$ cat src/rtl/daa_mon_pkg.sv
package daa_mon_pkg;
  localparam int ID_W   = 48;
  localparam int BYTE_W = 8;
  localparam int ADDR_W = 7;
  localparam int SLOT_W = ID_W + 2 * BYTE_W;
  localparam int FLAG_W = 5;

  localparam logic [ADDR_W-1:0] BCAST_ADDR = 7'h7E;
  localparam logic [BYTE_W-1:0] CMD_ENTER  = 8'h07;
  localparam logic [BYTE_W-1:0] CMD_CLEAR  = 8'h06;

  localparam int F_ADDR_FAIL = 0;
  localparam int F_ZERO_ID   = 1;
  localparam int F_DUP       = 2;
  localparam int F_NO_RESP   = 3;
  localparam int F_SHORT     = 4;

  typedef enum logic [1:0] {
    EV_RECORD    = 2'd0,
    EV_ROUND_END = 2'd1,
    EV_TBL_CLR   = 2'd2,
    EV_STUCK     = 2'd3
  } evt_kind_e;

  typedef enum logic [2:0] {
    ST_IDLE, ST_HDR, ST_CMD, ST_WAIT_SR, ST_SLOT_HDR, ST_ID, ST_ADDR
  } mon_st_e;
endpackage

$ cat src/rtl/daa_line_sync.sv
module daa_line_sync #(
  parameter int STAGES = 2
) (
  input  logic clk_i,
  input  logic rst_ni,
  input  logic scl_i,
  input  logic sda_i,
  output logic scl_o,
  output logic sda_o,
  output logic scl_rise_o,
  output logic start_o,
  output logic stop_o
);
  localparam int MSB = STAGES - 1;

  logic [MSB:0] scl_ff, sda_ff;
  logic         scl_q, sda_q;

  always_ff @(posedge clk_i or negedge rst_ni) begin
    if (!rst_ni) begin
      scl_ff <= '1;
      sda_ff <= '1;
      scl_q  <= 1'b1;
      sda_q  <= 1'b1;
    end else begin
      scl_ff <= {scl_ff[MSB-1:0], scl_i};
      sda_ff <= {sda_ff[MSB-1:0], sda_i};
      scl_q  <= scl_ff[MSB];
      sda_q  <= sda_ff[MSB];
    end
  end

  assign scl_o      = scl_ff[MSB];
  assign sda_o      = sda_ff[MSB];
  assign scl_rise_o = scl_o & ~scl_q;
  assign start_o    = scl_o & scl_q & sda_q & ~sda_o;
  assign stop_o     = scl_o & scl_q & ~sda_q & sda_o;
endmodule

$ cat src/rtl/daa_stuck_det.sv
module daa_stuck_det #(
  parameter int TMO_W = 16
) (
  input  logic             clk_i,
  input  logic             rst_ni,
  input  logic             scl_i,
  input  logic             sda_i,
  input  logic [TMO_W-1:0] tmo_i,
  output logic             stuck_o
);
  logic [TMO_W-1:0] cnt_q;
  logic             fired_q;

  always_ff @(posedge clk_i or negedge rst_ni) begin
    if (!rst_ni) begin
      cnt_q   <= '0;
      fired_q <= 1'b0;
      stuck_o <= 1'b0;
    end else begin
      stuck_o <= 1'b0;
      if (!scl_i || sda_i) begin
        cnt_q   <= '0;
        fired_q <= 1'b0;
      end else if (!fired_q && tmo_i != '0) begin
        if (cnt_q == tmo_i - 1'b1) begin
          fired_q <= 1'b1;
          stuck_o <= 1'b1;
        end else begin
          cnt_q <= cnt_q + 1'b1;
        end
      end
    end
  end


  stuck_once_chk: assert property (@(posedge clk_i) disable iff (!rst_ni)
    stuck_o |=> !stuck_o);

  stuck_cause_chk: assert property (@(posedge clk_i) disable iff (!rst_ni)
    stuck_o |-> ($past(scl_i) && !$past(sda_i)));
endmodule

$ cat src/rtl/daa_round_fsm.sv
module daa_round_fsm
  import daa_mon_pkg::*;
#(
  parameter int CNT_W = 4
) (
  input  logic              clk_i,
  input  logic              rst_ni,
  input  logic              sda_i,
  input  logic              scl_rise_i,
  input  logic              start_i,
  input  logic              stop_i,
  input  logic              abort_i,
  input  logic [CNT_W-1:0]  exp_cnt_i,
  output logic              evt_valid_o,
  output evt_kind_e         evt_kind_o,
  output logic [FLAG_W-1:0] evt_flags_o,
  output logic [ID_W-1:0]   evt_pid_o,
  output logic [BYTE_W-1:0] evt_bcr_o,
  output logic [BYTE_W-1:0] evt_dcr_o,
  output logic [ADDR_W-1:0] evt_addr_o,
  output logic [CNT_W-1:0]  evt_count_o
);
  localparam int          TBL_N   = 1 << ADDR_W;
  localparam int          BIT_W   = $clog2(SLOT_W);
  localparam logic [BIT_W-1:0] LAST_BYTE = BIT_W'(BYTE_W);
  localparam logic [BIT_W-1:0] LAST_SLOT = BIT_W'(SLOT_W - 1);
  localparam logic [CNT_W-1:0] CNT_MAX   = '1;

  mon_st_e            st_q;
  logic [BIT_W-1:0]   bit_q;
  logic [SLOT_W-1:0]  sh_q, sh_n, slot_q;
  logic               round_q;
  logic [CNT_W-1:0]   rcnt_q, rcnt_inc;
  logic [TBL_N-1:0]   tbl_q;
  logic [ADDR_W-1:0]  addr_w;
  logic               addr_fail, zero_id;
  logic [FLAG_W-1:0]  end_flags, rec_flags;

  assign sh_n      = {sh_q[SLOT_W-2:0], sda_i};
  assign addr_w    = sh_q[BYTE_W-1:1];
  assign addr_fail = !(^sh_q[BYTE_W-1:0]) || sda_i;
  assign zero_id   = slot_q[SLOT_W-1 -: ID_W] == '0;
  assign rcnt_inc  = (rcnt_q == CNT_MAX) ? rcnt_q : rcnt_q + 1'b1;

  always_comb begin
    end_flags            = '0;
    end_flags[F_NO_RESP] = rcnt_q == '0;
    end_flags[F_SHORT]   = rcnt_q < exp_cnt_i;
    rec_flags              = '0;
    rec_flags[F_ADDR_FAIL] = addr_fail;
    rec_flags[F_ZERO_ID]   = zero_id;
    rec_flags[F_DUP]       = !addr_fail && tbl_q[addr_w];
  end

  always_ff @(posedge clk_i or negedge rst_ni) begin
    if (!rst_ni) begin
      st_q        <= ST_IDLE;
      bit_q       <= '0;
      sh_q        <= '0;
      slot_q      <= '0;
      round_q     <= 1'b0;
      rcnt_q      <= '0;
      tbl_q       <= '0;
      evt_valid_o <= 1'b0;
      evt_kind_o  <= EV_RECORD;
      evt_flags_o <= '0;
      evt_pid_o   <= '0;
      evt_bcr_o   <= '0;
      evt_dcr_o   <= '0;
      evt_addr_o  <= '0;
      evt_count_o <= '0;
    end else begin
      evt_valid_o <= 1'b0;
      if (abort_i) begin
        st_q    <= ST_IDLE;
        round_q <= 1'b0;
      end else if (start_i) begin
        st_q  <= round_q ? ST_SLOT_HDR : ST_HDR;
        bit_q <= '0;
      end else if (stop_i) begin
        if (round_q) begin
          evt_valid_o <= 1'b1;
          evt_kind_o  <= EV_ROUND_END;
          evt_flags_o <= end_flags;
          evt_count_o <= rcnt_q;
        end
        round_q <= 1'b0;
        st_q    <= ST_IDLE;
      end else if (scl_rise_i) begin
        sh_q  <= sh_n;
        bit_q <= bit_q + 1'b1;
        unique case (st_q)
          ST_HDR: if (bit_q == LAST_BYTE) begin
            bit_q <= '0;
            st_q  <= (sh_q[BYTE_W-1:0] == {BCAST_ADDR, 1'b0}) ? ST_CMD : ST_IDLE;
          end
          ST_CMD: if (bit_q == LAST_BYTE) begin
            st_q <= ST_IDLE;
            if (sh_q[BYTE_W-1:0] == CMD_ENTER) begin
              round_q <= 1'b1;
              rcnt_q  <= '0;
              st_q    <= ST_WAIT_SR;
            end else if (sh_q[BYTE_W-1:0] == CMD_CLEAR) begin
              tbl_q       <= '0;
              evt_valid_o <= 1'b1;
              evt_kind_o  <= EV_TBL_CLR;
              evt_flags_o <= '0;
              evt_count_o <= '0;
            end
          end
          ST_SLOT_HDR: if (bit_q == LAST_BYTE) begin
            bit_q <= '0;
            if (sh_q[BYTE_W-1:0] == {BCAST_ADDR, 1'b1} && !sda_i) begin
              st_q <= ST_ID;
            end else begin
              evt_valid_o <= 1'b1;
              evt_kind_o  <= EV_ROUND_END;
              evt_flags_o <= end_flags;
              evt_count_o <= rcnt_q;
              round_q     <= 1'b0;
              st_q        <= ST_IDLE;
            end
          end
          ST_ID: if (bit_q == LAST_SLOT) begin
            slot_q <= sh_n;
            bit_q  <= '0;
            st_q   <= ST_ADDR;
          end
          ST_ADDR: if (bit_q == LAST_BYTE) begin
            evt_valid_o <= 1'b1;
            evt_kind_o  <= EV_RECORD;
            evt_flags_o <= rec_flags;
            evt_pid_o   <= slot_q[SLOT_W-1 -: ID_W];
            evt_bcr_o   <= slot_q[2*BYTE_W-1 -: BYTE_W];
            evt_dcr_o   <= slot_q[BYTE_W-1:0];
            evt_addr_o  <= addr_w;
            evt_count_o <= addr_fail ? rcnt_q : rcnt_inc;
            if (!addr_fail) begin
              rcnt_q        <= rcnt_inc;
              tbl_q[addr_w] <= 1'b1;
            end
            st_q <= ST_WAIT_SR;
          end
          default: ;
        endcase
      end
    end
  end


  rec_in_round_chk: assert property (@(posedge clk_i) disable iff (!rst_ni)
    (evt_valid_o && evt_kind_o == EV_RECORD) |-> round_q);

  round_closed_chk: assert property (@(posedge clk_i) disable iff (!rst_ni)
    (evt_valid_o && evt_kind_o == EV_ROUND_END) |-> !round_q);

  tbl_empty_chk: assert property (@(posedge clk_i) disable iff (!rst_ni)
    (evt_valid_o && evt_kind_o == EV_TBL_CLR) |-> tbl_q == '0);

  cnt_step_chk: assert property (@(posedge clk_i) disable iff (!rst_ni)
    1'b1 |=> (rcnt_q == $past(rcnt_q) || rcnt_q == $past(rcnt_q) + 1'b1 || rcnt_q == '0));
endmodule

$ cat src/rtl/daa_mon.sv
module daa_mon
  import daa_mon_pkg::*;
#(
  parameter int  MAX_DEV     = 11,
  parameter int  TMO_W       = 16,
  parameter int  SYNC_STAGES = 2,
  localparam int CNT_W       = $clog2(MAX_DEV + 1)
) (
  input  logic              clk_i,
  input  logic              rst_ni,
  input  logic              scl_i,
  input  logic              sda_i,
  input  logic [CNT_W-1:0]  exp_cnt_i,
  input  logic [TMO_W-1:0]  stuck_cyc_i,
  output logic              evt_valid_o,
  output logic [1:0]        evt_kind_o,
  output logic [FLAG_W-1:0] evt_flags_o,
  output logic [ID_W-1:0]   evt_pid_o,
  output logic [BYTE_W-1:0] evt_bcr_o,
  output logic [BYTE_W-1:0] evt_dcr_o,
  output logic [ADDR_W-1:0] evt_addr_o,
  output logic [CNT_W-1:0]  evt_count_o
);
  logic scl_s, sda_s, scl_rise, start, stop, stuck;

  logic              f_valid;
  evt_kind_e         f_kind;
  logic [FLAG_W-1:0] f_flags;
  logic [ID_W-1:0]   f_pid;
  logic [BYTE_W-1:0] f_bcr, f_dcr;
  logic [ADDR_W-1:0] f_addr;
  logic [CNT_W-1:0]  f_count;

  daa_line_sync #(.STAGES(SYNC_STAGES)) u_sync (
    .clk_i, .rst_ni, .scl_i, .sda_i,
    .scl_o(scl_s), .sda_o(sda_s), .scl_rise_o(scl_rise),
    .start_o(start), .stop_o(stop)
  );

  daa_stuck_det #(.TMO_W(TMO_W)) u_stuck (
    .clk_i, .rst_ni, .scl_i(scl_s), .sda_i(sda_s),
    .tmo_i(stuck_cyc_i), .stuck_o(stuck)
  );

  daa_round_fsm #(.CNT_W(CNT_W)) u_fsm (
    .clk_i, .rst_ni, .sda_i(sda_s), .scl_rise_i(scl_rise),
    .start_i(start), .stop_i(stop), .abort_i(stuck), .exp_cnt_i,
    .evt_valid_o(f_valid), .evt_kind_o(f_kind), .evt_flags_o(f_flags),
    .evt_pid_o(f_pid), .evt_bcr_o(f_bcr), .evt_dcr_o(f_dcr),
    .evt_addr_o(f_addr), .evt_count_o(f_count)
  );

  always_comb begin
    evt_valid_o = f_valid || stuck;
    evt_kind_o  = stuck ? EV_STUCK : f_kind;
    evt_flags_o = stuck ? '0 : f_flags;
    evt_pid_o   = f_pid;
    evt_bcr_o   = f_bcr;
    evt_dcr_o   = f_dcr;
    evt_addr_o  = f_addr;
    evt_count_o = stuck ? '0 : f_count;
  end


  one_src_chk: assert property (@(posedge clk_i) disable iff (!rst_ni)
    !(stuck && f_valid));
endmodule

$ cat config.mk
export PLATFORM = sky130hd
export DESIGN_NAME = daa_mon
export DESIGN_NICKNAME = d
export VERILOG_FILES = /design/src/rtl/daa_mon_pkg.sv /design/src/rtl/daa_line_sync.sv /design/src/rtl/daa_stuck_det.sv /design/src/rtl/daa_round_fsm.sv /design/src/rtl/daa_mon.sv
export SDC_FILE = /design/constraint.sdc
export NUM_CORES = 1
export LEC_CHECK = 0
export BUFFER_PORTS_ARGS = -buffer_cell sky130_fd_sc_hd__buf_2
export CORE_UTILIZATION = 35
export CTS_BUF_LIST = sky130_fd_sc_hd__clkbuf_8
export CTS_CLUSTER_SIZE = 12
export DETAILED_ROUTE_END_ITERATION = 10
export GPL_TIMING_DRIVEN = 0
export PLACE_DENSITY = 0.6
export SYNTH_ARGS = -nofsm -noshare
export SYNTH_HDL_FRONTEND = slang
export SYNTH_HIERARCHICAL = 1
export SYNTH_SLANG_ARGS = --single-unit
$ cat constraint.sdc
create_clock -name clk_i -period 5 [get_ports clk_i]
set_clock_uncertainty 0.2 [all_clocks]
set_input_delay 0.75 -clock clk_i [delete_from_list [all_inputs] [get_ports clk_i]]
set_output_delay 0.75 -clock clk_i [all_outputs]
set_load 0.02 [all_outputs]
==> results_dict.tcl <==
set metrics [dict create \
    status "finished, final reports clean" \
    core_area_um2 48100 \
    area_growth_pct 16.2 \
    avgRoutedWirePerCell_um 18.3 \
    dpl.cell_count 2308 \
    critPathMaxStageDelay_ns 0.46 \
    yosys.cell_types.count 75 \
    place_congestion 0.904 \
    overflow 0 \
    cellPowerDensity_nw_per_um2 333 \
    crit_arrival_ns 5.04 \
    p_comb_share_pct 10.9 \
    synth_top_family_by_area "simple AND/OR/NAND/NOR gates" \
    vdd_drop_max_v 0.000194 \
    synth.avg_cell_area_um2 11.2 \
    reg2reg_setup_slack_ns 0.34 \
    initial_utilization_pct 35.8 \
    htreeDepth 2 \
    timing.critical_path.from "u_fsm/sh_q[1]" \
    routed_via_density 5.16 \
    clock_latency_ns 0.68 \
    synthArstFlopShare_pct 100 \
    power_switching_w 0.00183 \
    slew_headroom_pct 31.5 \
    drv_cap 0 \
    fin_crit_ns 4.66 \
    rr_startpoint "u_fsm/sh_q[1]" \
    synth_cells 1544 \
    synth_seq_cells 376 \
    slew_violations 0 \
    yosysSeqAreaShare_pct 54.6 \
    grt_max_degree 123 \
    yosys.area_share.xor_xnor_pct 1.12 \
    seq_power_share_pct 47.2 \
    hp-class "flip-flop to flip-flop" \
    grt_usage_pct 18.0 \
    port_buffers 105 \
    ios 107 \
    synth_ff_type "dfrtp_1" \
    p_total_w 0.00667 \
    period_share_pct 93.2 \
    fin_cells 2422 \
    cts_buffer_depth 3 \
    crit_path_start_kind "flip-flop" \
    grt_pass1_vias 12536 \
    synth_enable_flop_cells 0 \
    internal_power_w 0.00483 \
    yosys.cell_count.top_type "dfrtp_1" \
    r2r_end "u_fsm/tbl_q[41]" \
    end_kind "flip-flop" \
    rsz0062_at_grt "no" \
    drt_iter0_markers 1079 \
    synth-compound-area-share_pct 10.7 \
    finalWirelength_um 44400 \
    cts_tree "yes" \
    power_leakage_nw 9.62 \
    numCtsBuffers 61 \
    min_from "u_sync/sda_ff[0]" \
    setup-tns-final_ns 0 \
    vias 12495 \
    grt_pass1_wl_um 71100 \
    yosys.area.top_type "dfrtp_1" \
    rows 80 \
    hold_viol 0 \
    first_pass_iters 5 \
    muxShareOfSynthArea_pct 13.7 \
    yosysTopAreaCellShare_pct 53.7 \
    cts_sinks 376 \
    worst_slew_pin_slew_ns 1.03 \
    setup_viol 0 \
    antenna_left 0 \
    drcViolationCount 0 \
    synth_adder_area_share_pct 1.89 \
    critical_path.most_common_cell "buf_2" \
    crit_slowest_cell "buf_2" \
    dieArea_um2 50200 \
    fp.dieH_um 224 \
    synth-simple-area-share_pct 15.3 \
    critical_path.cell_chain "buf_2 -> buf_2 -> buf_2 -> clkinv_1 -> ha_1 -> xnor2_1 -> xnor2_1 -> o31ai_4 -> nand4_1 -> clkbuf_2 -> nor2_1 -> o21a_1" \
    fin_nets 1768 \
    dp_hpwl_um 30200 \
    swShare_pct 27.5 \
    syn-num-nets 1594 \
    pwr-share-clk_pct 41.9 \
    hold_ws_ns 0.154 \
    die_w_um 224 \
    yosysWarnings 6 \
    antenna_found_initial 2 \
    syn_area_um2 17200 \
    reg2regPathDepth 12 \
    cp_data_required_time_ns 5.38 \
    synth_commonest_cells "370 x dfrtp_1, 233 x nand2_1, 156 x nor2_1" \
    cts_setup_buffers 0 \
    layout-drive-gt1-share_pct 23.6 \
    clockRootBuffer "clkbuf_8" \
    critPathMaxFanout 11 \
    synth.area.top_cells "dfrtp_1 54%, mux2_2 8.9%, o21a_1 5.8%, nand2_1 5.1%, nor2_1 3.4%" \
    worstSetupEndpoint "u_fsm/tbl_q[41]" \
    fmax_mhz 215 \
    path_clk_slew_ns 0.06 \
    critical_path_class "flip-flop to flip-flop" \
]
[repair_timing]
action                                 4_1_cts  5_1_grt
resized for setup                            0        3
hold buffers                                 3        0
setup endpoints to repair                    0       78
endpoints found under the hold margin       68        0
[metrics by stage]
stage	worst slack, ns	instance area (µm²)	utilization, %
floorplan	1.58	17200	-
global placement	-4.36	18600	38.6
detailed placement	0.153	18700	38.8
CTS	0.0935	20000	41.6
global route	0.0570	20000	41.6
finish	0.342	20000	41.6
[routing by layer]
metal	global-route usage, %	wire [µm]
met5	0	0
met4	5.06	863
met3	4.05	2700
met2	27.9	20500
met1	25.0	20400
[logic make-up (layout without fill, tap and decap cells)]
kind of cell    Yosys count  after routing
simple gates            574            574
flops                   376            376
compound gates          250            250
mux                     187            187
buf+inv                 109            330
fa+ha+maj                26             26
xor+xnor                 22             22
other cells               0              1
[cell type report]
cell class	instances	area, µm²
antenna	1	2.50
buffer	85	389
clock buffer	80	1100
clock inverter	30	201
fill	4604	28100
inverter	24	90.1
multi-input combinational	1059	7370
sequential	376	9420
tap	656	821
timing repair buffer	111	648
[sequential cells by signal, summed over array words and instances (netlist names), 2 cells and up]
register / flops
u_fsm/slot_q: 64
u_fsm/st_q: 3
u_fsm/evt_kind_o: 2
u_fsm/evt_flags_o: 5
u_fsm/evt_pid_o: 48
u_fsm/evt_count_o: 4
u_fsm/evt_bcr_o: 8
u_stuck/cnt_q: 16
u_fsm/bit_q: 6
u_fsm/tbl_q: 128
u_fsm/rcnt_q: 4
u_fsm/evt_addr_o: 7
u_sync/scl_ff: 2
u_fsm/evt_dcr_o: 8
u_fsm/sh_q: 63
u_sync/sda_ff: 2
[cell usage in the layout, fill, tap and decap left out, types with 6 or more instances in the layout]
cell,n
a21oi_1,15
a31oi_1,9
and3_1,13
buf_1,7
buf_2,135
clkbuf_1,41
clkbuf_8,80
clkinv_2,9
dfrtp_1,370
dfstp_2,6
ha_1,26
inv_1,37
mux2_1,6
mux2_2,136
mux2i_1,20
mux4_2,25
nand2_1,233
nand2b_1,9
nand3_1,23
nand4_1,23
nor2_1,156
nor2b_1,20
nor3_1,23
nor4_1,21
o211ai_1,7
o21a_1,133
o21ai_0,31
o31ai_1,6
or3_1,15
or4_1,10
xnor2_1,20
[how the worst min path moves through the flow]
stage	endpoint	slack (ns)	cells after the start
2_1_floorplan	u_sync/scl_ff[1]	0.15	0
3_3_place_gp	u_sync/scl_ff[1]	0.15	0
3_5_place_dp	u_sync/sda_ff[1]	0.15	0
4_1_cts	u_sync/sda_ff[1]	0.16	0
5_1_grt	u_sync/sda_ff[1]	0.16	0
6_report	u_sync/sda_ff[1]	0.15	0
[worst max-delay path, delay by kind of cell, from the launching register on]
kind	cells	cell delay [ns]
XOR/XNOR	2	0.39
adder cells (fa/ha/maj)	1	0.42
flip-flops	1	0.38
AND/OR/NAND/NOR	2	0.62
buffers and inverters	5	2.01
AO/OA/AOI/OAI	2	0.56
[power by group through the flow]
stage	combinational, W	clock, W	sequential [W]
3_5_place_dp	0.000709	0	0.00320
4_1_cts	0.000713	0.00287	0.00315
2_1_floorplan	0.000419	0	0.00318
5_1_grt	0.000791	0.00300	0.00315
3_3_place_gp	0.000692	0	0.00320
6_report	0.000728	0.00279	0.00315
No activity file was read; power rests on OpenSTA's default activity.
